--- config.mk ---
export PLATFORM = sky130hd
export DESIGN_NAME = alu16_core
export DESIGN_NICKNAME = d
export VERILOG_FILES = /design/src/rtl/alu16_pkg.sv /design/src/rtl/alu16_addsub.sv /design/src/rtl/alu16_shifter.sv /design/src/rtl/alu16_divider.sv /design/src/rtl/alu16_core.sv
export SDC_FILE = /design/constraint.sdc
export NUM_CORES = 1
export LEC_CHECK = 0
export BUFFER_PORTS_ARGS = -buffer_cell sky130_fd_sc_hd__clkbuf_2
export CAP_MARGIN = 25
export CORE_MARGIN = 5
export CORE_UTILIZATION = 36
export DETAILED_ROUTE_END_ITERATION = 6
export PLACE_DENSITY = 0.49
export SLEW_MARGIN = 25
export SYNTH_ARGS = -nofsm -noshare
export SYNTH_HDL_FRONTEND = slang
export SYNTH_SLANG_ARGS = --single-unit
--- constraint.sdc ---
create_clock -name vclk -period 116.3
set_input_delay 5.815 -clock vclk [all_inputs]
set_output_delay 5.815 -clock vclk [all_outputs]
set_load 0.03 [all_outputs]
--- src/rtl/alu16_pkg.sv ---
package alu16_pkg;

    typedef enum logic [3:0] {
        OP_ADD  = 4'h0,
        OP_SUB  = 4'h1,
        OP_MUL  = 4'h2,
        OP_DIV  = 4'h3,
        OP_AND  = 4'h4,
        OP_OR   = 4'h5,
        OP_XOR  = 4'h6,
        OP_PASS = 4'h7,
        OP_SLZ  = 4'h8,
        OP_SLO  = 4'h9,
        OP_SLE  = 4'hA,
        OP_SLR  = 4'hB,
        OP_SRZ  = 4'hC,
        OP_SRO  = 4'hD,
        OP_SRE  = 4'hE,
        OP_SRR  = 4'hF
    } alu_op_e;

    typedef enum logic [1:0] {
        CIN_ZERO = 2'd0,
        CIN_ONE  = 2'd1,
        CIN_FLAG = 2'd2,
        CIN_INV  = 2'd3
    } cin_src_e;

    typedef enum logic [1:0] {
        FILL_ZERO = 2'b00,
        FILL_ONE  = 2'b01,
        FILL_EDGE = 2'b10,
        FILL_ROT  = 2'b11
    } fill_e;

endpackage

--- src/rtl/alu16_addsub.sv ---
module alu16_addsub #(
    parameter int W = 16
) (
    input  logic [W-1:0] a_i,
    input  logic [W-1:0] b_i,
    input  logic         sub_i,
    input  logic         cin_i,
    output logic [W-1:0] sum_o,
    output logic         flag_o
);

    always_comb begin
        logic c;
        logic bb;
        c = sub_i ? ~cin_i : cin_i;
        sum_o = '0;
        for (int i = 0; i < W; i++) begin
            bb = sub_i ? ~b_i[i] : b_i[i];
            sum_o[i] = a_i[i] ^ bb ^ c;
            c = (a_i[i] & bb) | (a_i[i] & c) | (bb & c);
        end
        flag_o = sub_i ? ~c : c;


        addsub_add_chk: assert (sub_i || {flag_o, sum_o} ==
            ((W+1)'(a_i) + (W+1)'(b_i) + (W+1)'(cin_i)));

        addsub_sub_chk: assert (!sub_i || {flag_o, sum_o} ==
            ((W+1)'(a_i) - (W+1)'(b_i) - (W+1)'(cin_i)));
    end

endmodule

--- src/rtl/alu16_shifter.sv ---
module alu16_shifter
    import alu16_pkg::*;
#(
    parameter int W  = 16,
    localparam int AW = $clog2(W)
) (
    input  logic [W-1:0]  a_i,
    input  logic [AW-1:0] amt_i,
    input  logic          dir_i,
    input  logic [1:0]    fill_i,
    output logic [W-1:0]  res_o,
    output logic          cout_o
);

    always_comb begin
        res_o  = '0;
        cout_o = 1'b0;
        for (int i = 0; i < W; i++) begin
            int src;
            src = dir_i ? (i + int'(amt_i)) : (i - int'(amt_i));
            if (src >= 0 && src < W) begin
                res_o[i] = a_i[AW'(src)];
            end else begin
                unique case (fill_e'(fill_i))
                    FILL_ZERO: res_o[i] = 1'b0;
                    FILL_ONE:  res_o[i] = 1'b1;
                    FILL_EDGE: res_o[i] = dir_i ? a_i[W-1] : a_i[0];
                    FILL_ROT:  res_o[i] = a_i[AW'(src)];
                endcase
            end
        end
        if (amt_i != '0) begin
            cout_o = dir_i ? a_i[amt_i - 1'b1] : a_i[AW'(W - int'(amt_i))];
        end


        shift_zero_amt_chk: assert (amt_i != '0 || (res_o == a_i && !cout_o));

        shift_rot_chk: assert (fill_i != 2'b11 ||
            $countones(res_o) == $countones(a_i));
    end

endmodule

--- src/rtl/alu16_divider.sv ---
module alu16_divider #(
    parameter int W = 16
) (
    input  logic [W-1:0] num_i,
    input  logic [W-1:0] den_i,
    output logic [W-1:0] quo_o,
    output logic         dz_o
);

    logic [W:0] rem;

    always_comb begin
        rem   = '0;
        quo_o = '0;
        for (int i = W - 1; i >= 0; i--) begin
            rem = {rem[W-1:0], num_i[i]};
            if (rem >= {1'b0, den_i}) begin
                rem      = rem - {1'b0, den_i};
                quo_o[i] = 1'b1;
            end
        end
        dz_o = (den_i == '0);


        div_residue_chk: assert (dz_o ||
            ((2*W)'(quo_o) * (2*W)'(den_i) + (2*W)'(rem) == (2*W)'(num_i)
             && rem < {1'b0, den_i}));

        div_zero_chk: assert (!dz_o || quo_o == '1);
    end

endmodule

--- src/rtl/alu16_core.sv ---
module alu16_core
    import alu16_pkg::*;
#(
    parameter int W  = 16,
    localparam int AW = $clog2(W)
) (
    input  logic [W-1:0] opnd_a,
    input  logic [W-1:0] opnd_b,
    input  logic [3:0]   op_code,
    input  logic [1:0]   cin_sel,
    input  logic         carry_flag,
    output logic [W-1:0] result,
    output logic         zero_out,
    output logic         carry_out
);

    logic         cin;
    logic [W-1:0] as_sum;
    logic         as_flag;
    logic [W-1:0] sh_res;
    logic         sh_cout;
    logic [W-1:0] dv_quo;
    logic         dv_zero;
    logic [W-1:0] mul_lo;

    always_comb begin
        unique case (cin_src_e'(cin_sel))
            CIN_ZERO: cin = 1'b0;
            CIN_ONE:  cin = 1'b1;
            CIN_FLAG: cin = carry_flag;
            CIN_INV:  cin = ~carry_flag;
        endcase
    end

    alu16_addsub #(.W(W)) u_addsub (
        .a_i    (opnd_a),
        .b_i    (opnd_b),
        .sub_i  (op_code == OP_SUB),
        .cin_i  (cin),
        .sum_o  (as_sum),
        .flag_o (as_flag)
    );

    alu16_shifter #(.W(W)) u_shifter (
        .a_i    (opnd_a),
        .amt_i  (opnd_b[AW-1:0]),
        .dir_i  (op_code[2]),
        .fill_i (op_code[1:0]),
        .res_o  (sh_res),
        .cout_o (sh_cout)
    );

    alu16_divider #(.W(W)) u_divider (
        .num_i (opnd_a),
        .den_i (opnd_b),
        .quo_o (dv_quo),
        .dz_o  (dv_zero)
    );

    assign mul_lo = opnd_a * opnd_b;

    always_comb begin
        result    = '0;
        carry_out = 1'b0;
        unique case (alu_op_e'(op_code))
            OP_ADD, OP_SUB: begin
                result    = as_sum;
                carry_out = as_flag;
            end
            OP_MUL:  result = mul_lo;
            OP_DIV: begin
                result    = dv_quo;
                carry_out = dv_zero;
            end
            OP_AND:  result = opnd_a & opnd_b;
            OP_OR:   result = opnd_a | opnd_b;
            OP_XOR:  result = opnd_a ^ opnd_b;
            OP_PASS: result = opnd_a;
            default: begin
                result    = sh_res;
                carry_out = sh_cout;
            end
        endcase
        zero_out = (result == '0);
    end

endmodule

# Word level (Yosys, flattened, before mapping)
# Cells that the tools add are included.
[classes] add_sub_neg=48 bitwise=134 eq_ne=13 mul=1 order_cmp=66 div_mod_pow=0 n_shift=0 reduce_logical=24 mux=156
[op_table] operator="32-bit by 1-bit >= comparator with 1-bit output (second input constant)" count=16
[op_table] operator="32-bit by 6-bit < comparator with 1-bit output (second input constant)" count=16
[op_table] operator="32-bit 2-to-1 mux" count=16
[op_table] operator="17-bit by 16-bit >= comparator with 1-bit output" count=15
[op_table] operator="16-bit 2-to-1 mux" count=15
[op_table] operator="16-bit subtractor" count=14
[op_table] operator="16-bit one-hot mux with 7 select lines" count=1
[op_table] operator="4-bit by 6-bit < comparator with 1-bit output (second input constant)" count=17
[op_table] operator="1-bit 2-to-1 mux" count=88
[op_table] operator="1-bit binary-select mux with 4-bit select" count=18
[op_table] operator="1-bit one-hot mux with 4 select lines" count=17
[op_table] operator="1-bit AND" count=48
[op_table] operator="4-bit by 4-bit adder with 5-bit output (first input constant)" count=8
[op_table] operator="4-bit by 4-bit subtractor with 5-bit output (first input constant)" count=8
[op_table] operator="16-bit zero test" count=2
[op_table] operator="1-bit bitwise OR" count=32
[op_table] operator="1-bit XOR" count=32
[op_table] operator="3-bit by 4-bit adder with 5-bit output (first input constant)" count=4
[op_table] operator="3-bit by 4-bit subtractor with 5-bit output (first input constant)" count=4
[op_table] operator="1-bit inverter" count=19
[op_table] operator="16-bit AND" count=1
[op_table] operator="4-bit by 3-bit == test with 1-bit output (second input constant)" count=4
[op_table] operator="1-bit by 16-bit >= comparator with 1-bit output" count=1
[op_table] operator="1-bit logical AND" count=16
[op_table] operator="other kinds (21)" count=30
[word_totals] mem_bits_ro=0 ramBits=0 elab_cells=442 regBits=0 latchBits=0 memories=0 out_inout_bits=18 in_bits=39

# Longest topological paths before layout
[depth] word_depth=55 mapped_depth=280 depth_no_buf=254

# Hierarchy
# A second synthesis with hierarchy kept.
[hier_totals] cells_unflattened=2853 area_unflattened_um2=21668.3
[modules_own_cells] module="alu16_divider" cells_each=1849 area_each_um2=13644.3 instances=1
[modules_own_cells] module="alu16_core" cells_each=686 area_each_um2=5320.1 instances=1
[modules_own_cells] module="alu16_shifter" cells_each=254 area_each_um2=2089.5 instances=1
[modules_own_cells] module="alu16_addsub" cells_each=64 area_each_um2=614.3 instances=1

# Least setup slack after synthesis
# No wires, ideal clock.
[synth_path] kind="input-to-output" startpoint="input port opnd_b[1]" endpoint="output port zero_out" slack_ps=54834 arrival_ps=55651 n_path_buf=29 cell_stages=274 path_cell_list="clkbuf_1 -> inv_1 -> clkbuf_1 -> ha_1 -> buf_2 -> and2_4 -> o2111ai_2 -> clkbuf_1 -> nor2_1 -> ha_1 -> buf_2 -> a21oi_2 -> o21ai_0 -> a31o_2 -> a211o_1 -> or3_1 -> buf_2 -> clkbuf_1 -> [... 238 more ...] -> o21ai_0 -> nand2b_1 -> a21oi_1 -> nor2b_1 -> o21ai_0 -> nand2b_1 -> a21oi_1 -> o21ai_0 -> a21oi_1 -> nor2b_1 -> o31ai_1 -> nand3b_1 -> inv_1 -> o21ba_2 -> or4b_2 -> nor4_1 -> o2111ai_1 -> o41ai_2"
[synth_via] elab_chain_cells=47
[synth_lines] element="start, declared" line_no="alu16_core.sv:8" rtl="input logic [W-1:0] opnd_b,"
[synth_lines] element="branches (longest 45 deep; another with 1-bit by 16-bit subtractor with 16-bit output)"
[synth_lines] element="16-bit one-hot mux with 7 select lines (*)" line_no="alu16_core.sv:65" rtl="unique case (alu_op_e'(op_code))"
[synth_lines] element="16-bit zero test (*)" line_no="alu16_core.sv:84" rtl="zero_out = (result == '0);"
[synth_lines] element="end, declared" line_no="alu16_core.sv:13" rtl="output logic zero_out,"
# Mark *: on every way between the ends. The select of a mux whose other input is x is not followed.

# Worst setup path after layout
[layout_path] startpoint="input port opnd_b[2]" endpoint="output port zero_out"
[layout_via] elab_chain_cells=44
[layout_lines] element="branches (longest 42 deep; another with 1-bit by 16-bit subtractor with 16-bit output)"
[layout_lines] element="16-bit one-hot mux with 7 select lines (*)" line_no="alu16_core.sv:65"
[layout_lines] element="16-bit zero test (*)" line_no="alu16_core.sv:84"
# Marks and branches as above.

==> results.md <==
- Status: completed
- Setup Viol. Count Final: 0
- Worst-margin pin slew: 0.973 ns
- Slowest stage delay, CP: 0.78 ns
- Total track usage: 24.0%
- Final min period: 67.79 ns
- Crit start category: input port
- Clock buffers: 0
- N_diodes: 0
- I/O Buffers: 57
- Critical path peak fanout: 30
- Switching share of power: 56.0%
- Post-DP HPWL: 61400 um
- Pre-CTS worst setup slack: 49.35 ns
- Max Clk Rate: 14.8 MHz
- Die ar.: 64300 um2
- GPL Wtd Cong: 0.927
- Gate power share: 100.0%
- Hold_sp: op_code[3]
- Setup ws final: 48.51 ns
- Top cell type's share of synthesized area: 20.4%
- Clock network power share: 0%
- Die Y: 254 um
- Congestion Overflow GR: 0
- Post-Synthesis Cells: 2773
- Seq cells: 0
- Cts repair resizes: 0
- Rows: 89
- Int Pwr: 185 uW
- WL final: 79700 um
- DIE WIDTH: 254 um
- Setup bufs post-CTS: 0
- Via count: 20.9k
- WL/cell: 22.5 um
- Synthesis Warnings: 0
- Synth area leaders: ha_1 20%, fa_1 10%, mux2_2 6.1%
- 1st-iter DRT viols: 1632
- Hold Path End: carry_out
- Hold_ws: 12.43 ns
- Synthesis-to-layout area growth: 5.24%
- Setup TNS: 0 ns
- Leading area contributor after synthesis: ha_1
- Maxcap violations: 0
- VDD IR max: 42.2 uV
- PwrDens: 18.7 nW/um2
- Number of instances in the placed design: 3542
- Vias per inst: 5.89
- Antenna Nets Post-Route: 0
- Max-slew headroom: 33.3%
- Hold Buf Count CTS: 0
- Hold Vio Cnt, Final: 0
- Placed cell area: 22500 um2
- Layout cells sized above 1: 10.9%
- Period Utilization, post-route: 58.3%
- DR DRC count: 0
- Mean Syn Cell Area: 7.70 um2
- Critical Setup Path Class: input port to primary output
- Final Max Slew Viols: 0
- Power share of the sequential group: 0%
- Initial antenna violation count: 1
- First-pass GRT wire length: 123000 um
- Finished Layout Cells: 3542
- Vias in the first global route: 20.7k
- Most frequent CP cell: o21ai_0
- # IOs: 57
- Final layout net count: 3269
- Core area: 58900 um2
- Req. time, crit path: 110.48 ns
- Worst setup EP type: primary output
- Seq/Total Area, Yosys: 0%
- Initial Util: 36.3%
- Most common cell after layout, fill and taps aside: ha_1
- Leak: 0.0107 uW
- CP max-delay cell: a2111oi_1
- Pin count of the biggest net entering global routing: 54
- Syn_nets: 3271
- Crit path arrival time: 61.97 ns
- Unrepaired setup endpoints after global routing: no
- Hold depth: 5
- Post-synth cell types: 101
- Most frequent cells in the layout: 349 x ha_1, 250 x inv_1, 238 x nor2_1, 221 x nand2_1, 152 x a21oi_1
- DRT Pass-1 Iters: 6
- Hold Path Class: input port to primary output
- P_sw: 236 uW
- Storage element area: 0 um2
- Fin area: 22500 um2
- Mapped cell area: 21400 um2
[routing by layer]
layer | share of wire, % | global-route usage (%)
met5 | 0.019 | 0
met4 | 3.9 | 7.21
met3 | 5.7 | 2.45
met2 | 45 | 39.7
met1 | 46 | 33.2
[worst max-delay path by stage]
stage	startpoint	end	slack [ns]	cells past startpoint
floorplan	opnd_b[1]	zero_out	54.83	274
global placement	opnd_b[2]	zero_out	50.83	252
detailed placement	opnd_b[2]	zero_out	49.35	252
CTS	opnd_b[2]	zero_out	49.02	252
global route	opnd_b[2]	zero_out	42.44	252
finish	opnd_b[2]	zero_out	48.51	252
[cell families after synthesis]
kind of cell             synth area share [%]
AND/OR/NAND/NOR                          18.9
adder cells (fa/ha/maj)                  30.7
buffers and inverters                    6.64
XOR/XNOR                                 8.81
multiplexers                             13.5
AO/OA/AOI/OAI                            21.5
[power groups by stage]
stage,logic (uW),clock network [uW],registers (uW)
2_1_floorplan,317,0,0
3_3_place_gp,416,0,0
3_5_place_dp,417,0,0
4_1_cts,421,0,0
5_1_grt,467,0,0
6_report,422,0,0
[critical path: cells and delay by family]
kind	cells	cell delay (ns)
AOI/OAI and AO/OA	152	33.63
and+or+nand+nor	55	11.50
adders and majority gates	16	4.73
buffers and inverters	22	3.62
muxes	7	2.39
[stage by stage]
step | util, % | power, uW
3_3_place_gp | 38.2 | 416
2_1_floorplan | - | 317
5_1_grt | 38.2 | 467
4_1_cts | 38.2 | 421
3_5_place_dp | 38.2 | 417
6_report | 38.2 | 422
[area by class of cell]
cell class | count | area, um2
tap | 773 | 967
timing repair buffer | 98 | 593
inverter | 256 | 961
fill | 6173 | 36400
multi-input combinational | 2415 | 20000
[cells in the mapped netlist, types with 36 or more instances]
library cell and count:
a21boi_0 36, o21ai_0 147, nor3_1 55, fa_1 110, mux2i_1 70, mux2_2 116, a21o_1 71, clkbuf_1 65
xor2_1 71, nand2_1 221, inv_1 250, a21oi_1 152, nand4_1 57, ha_1 349, nor2b_1 63, xnor2_1 144
nor2_1 238
Note: power is estimated with default switching activity, not from simulation.
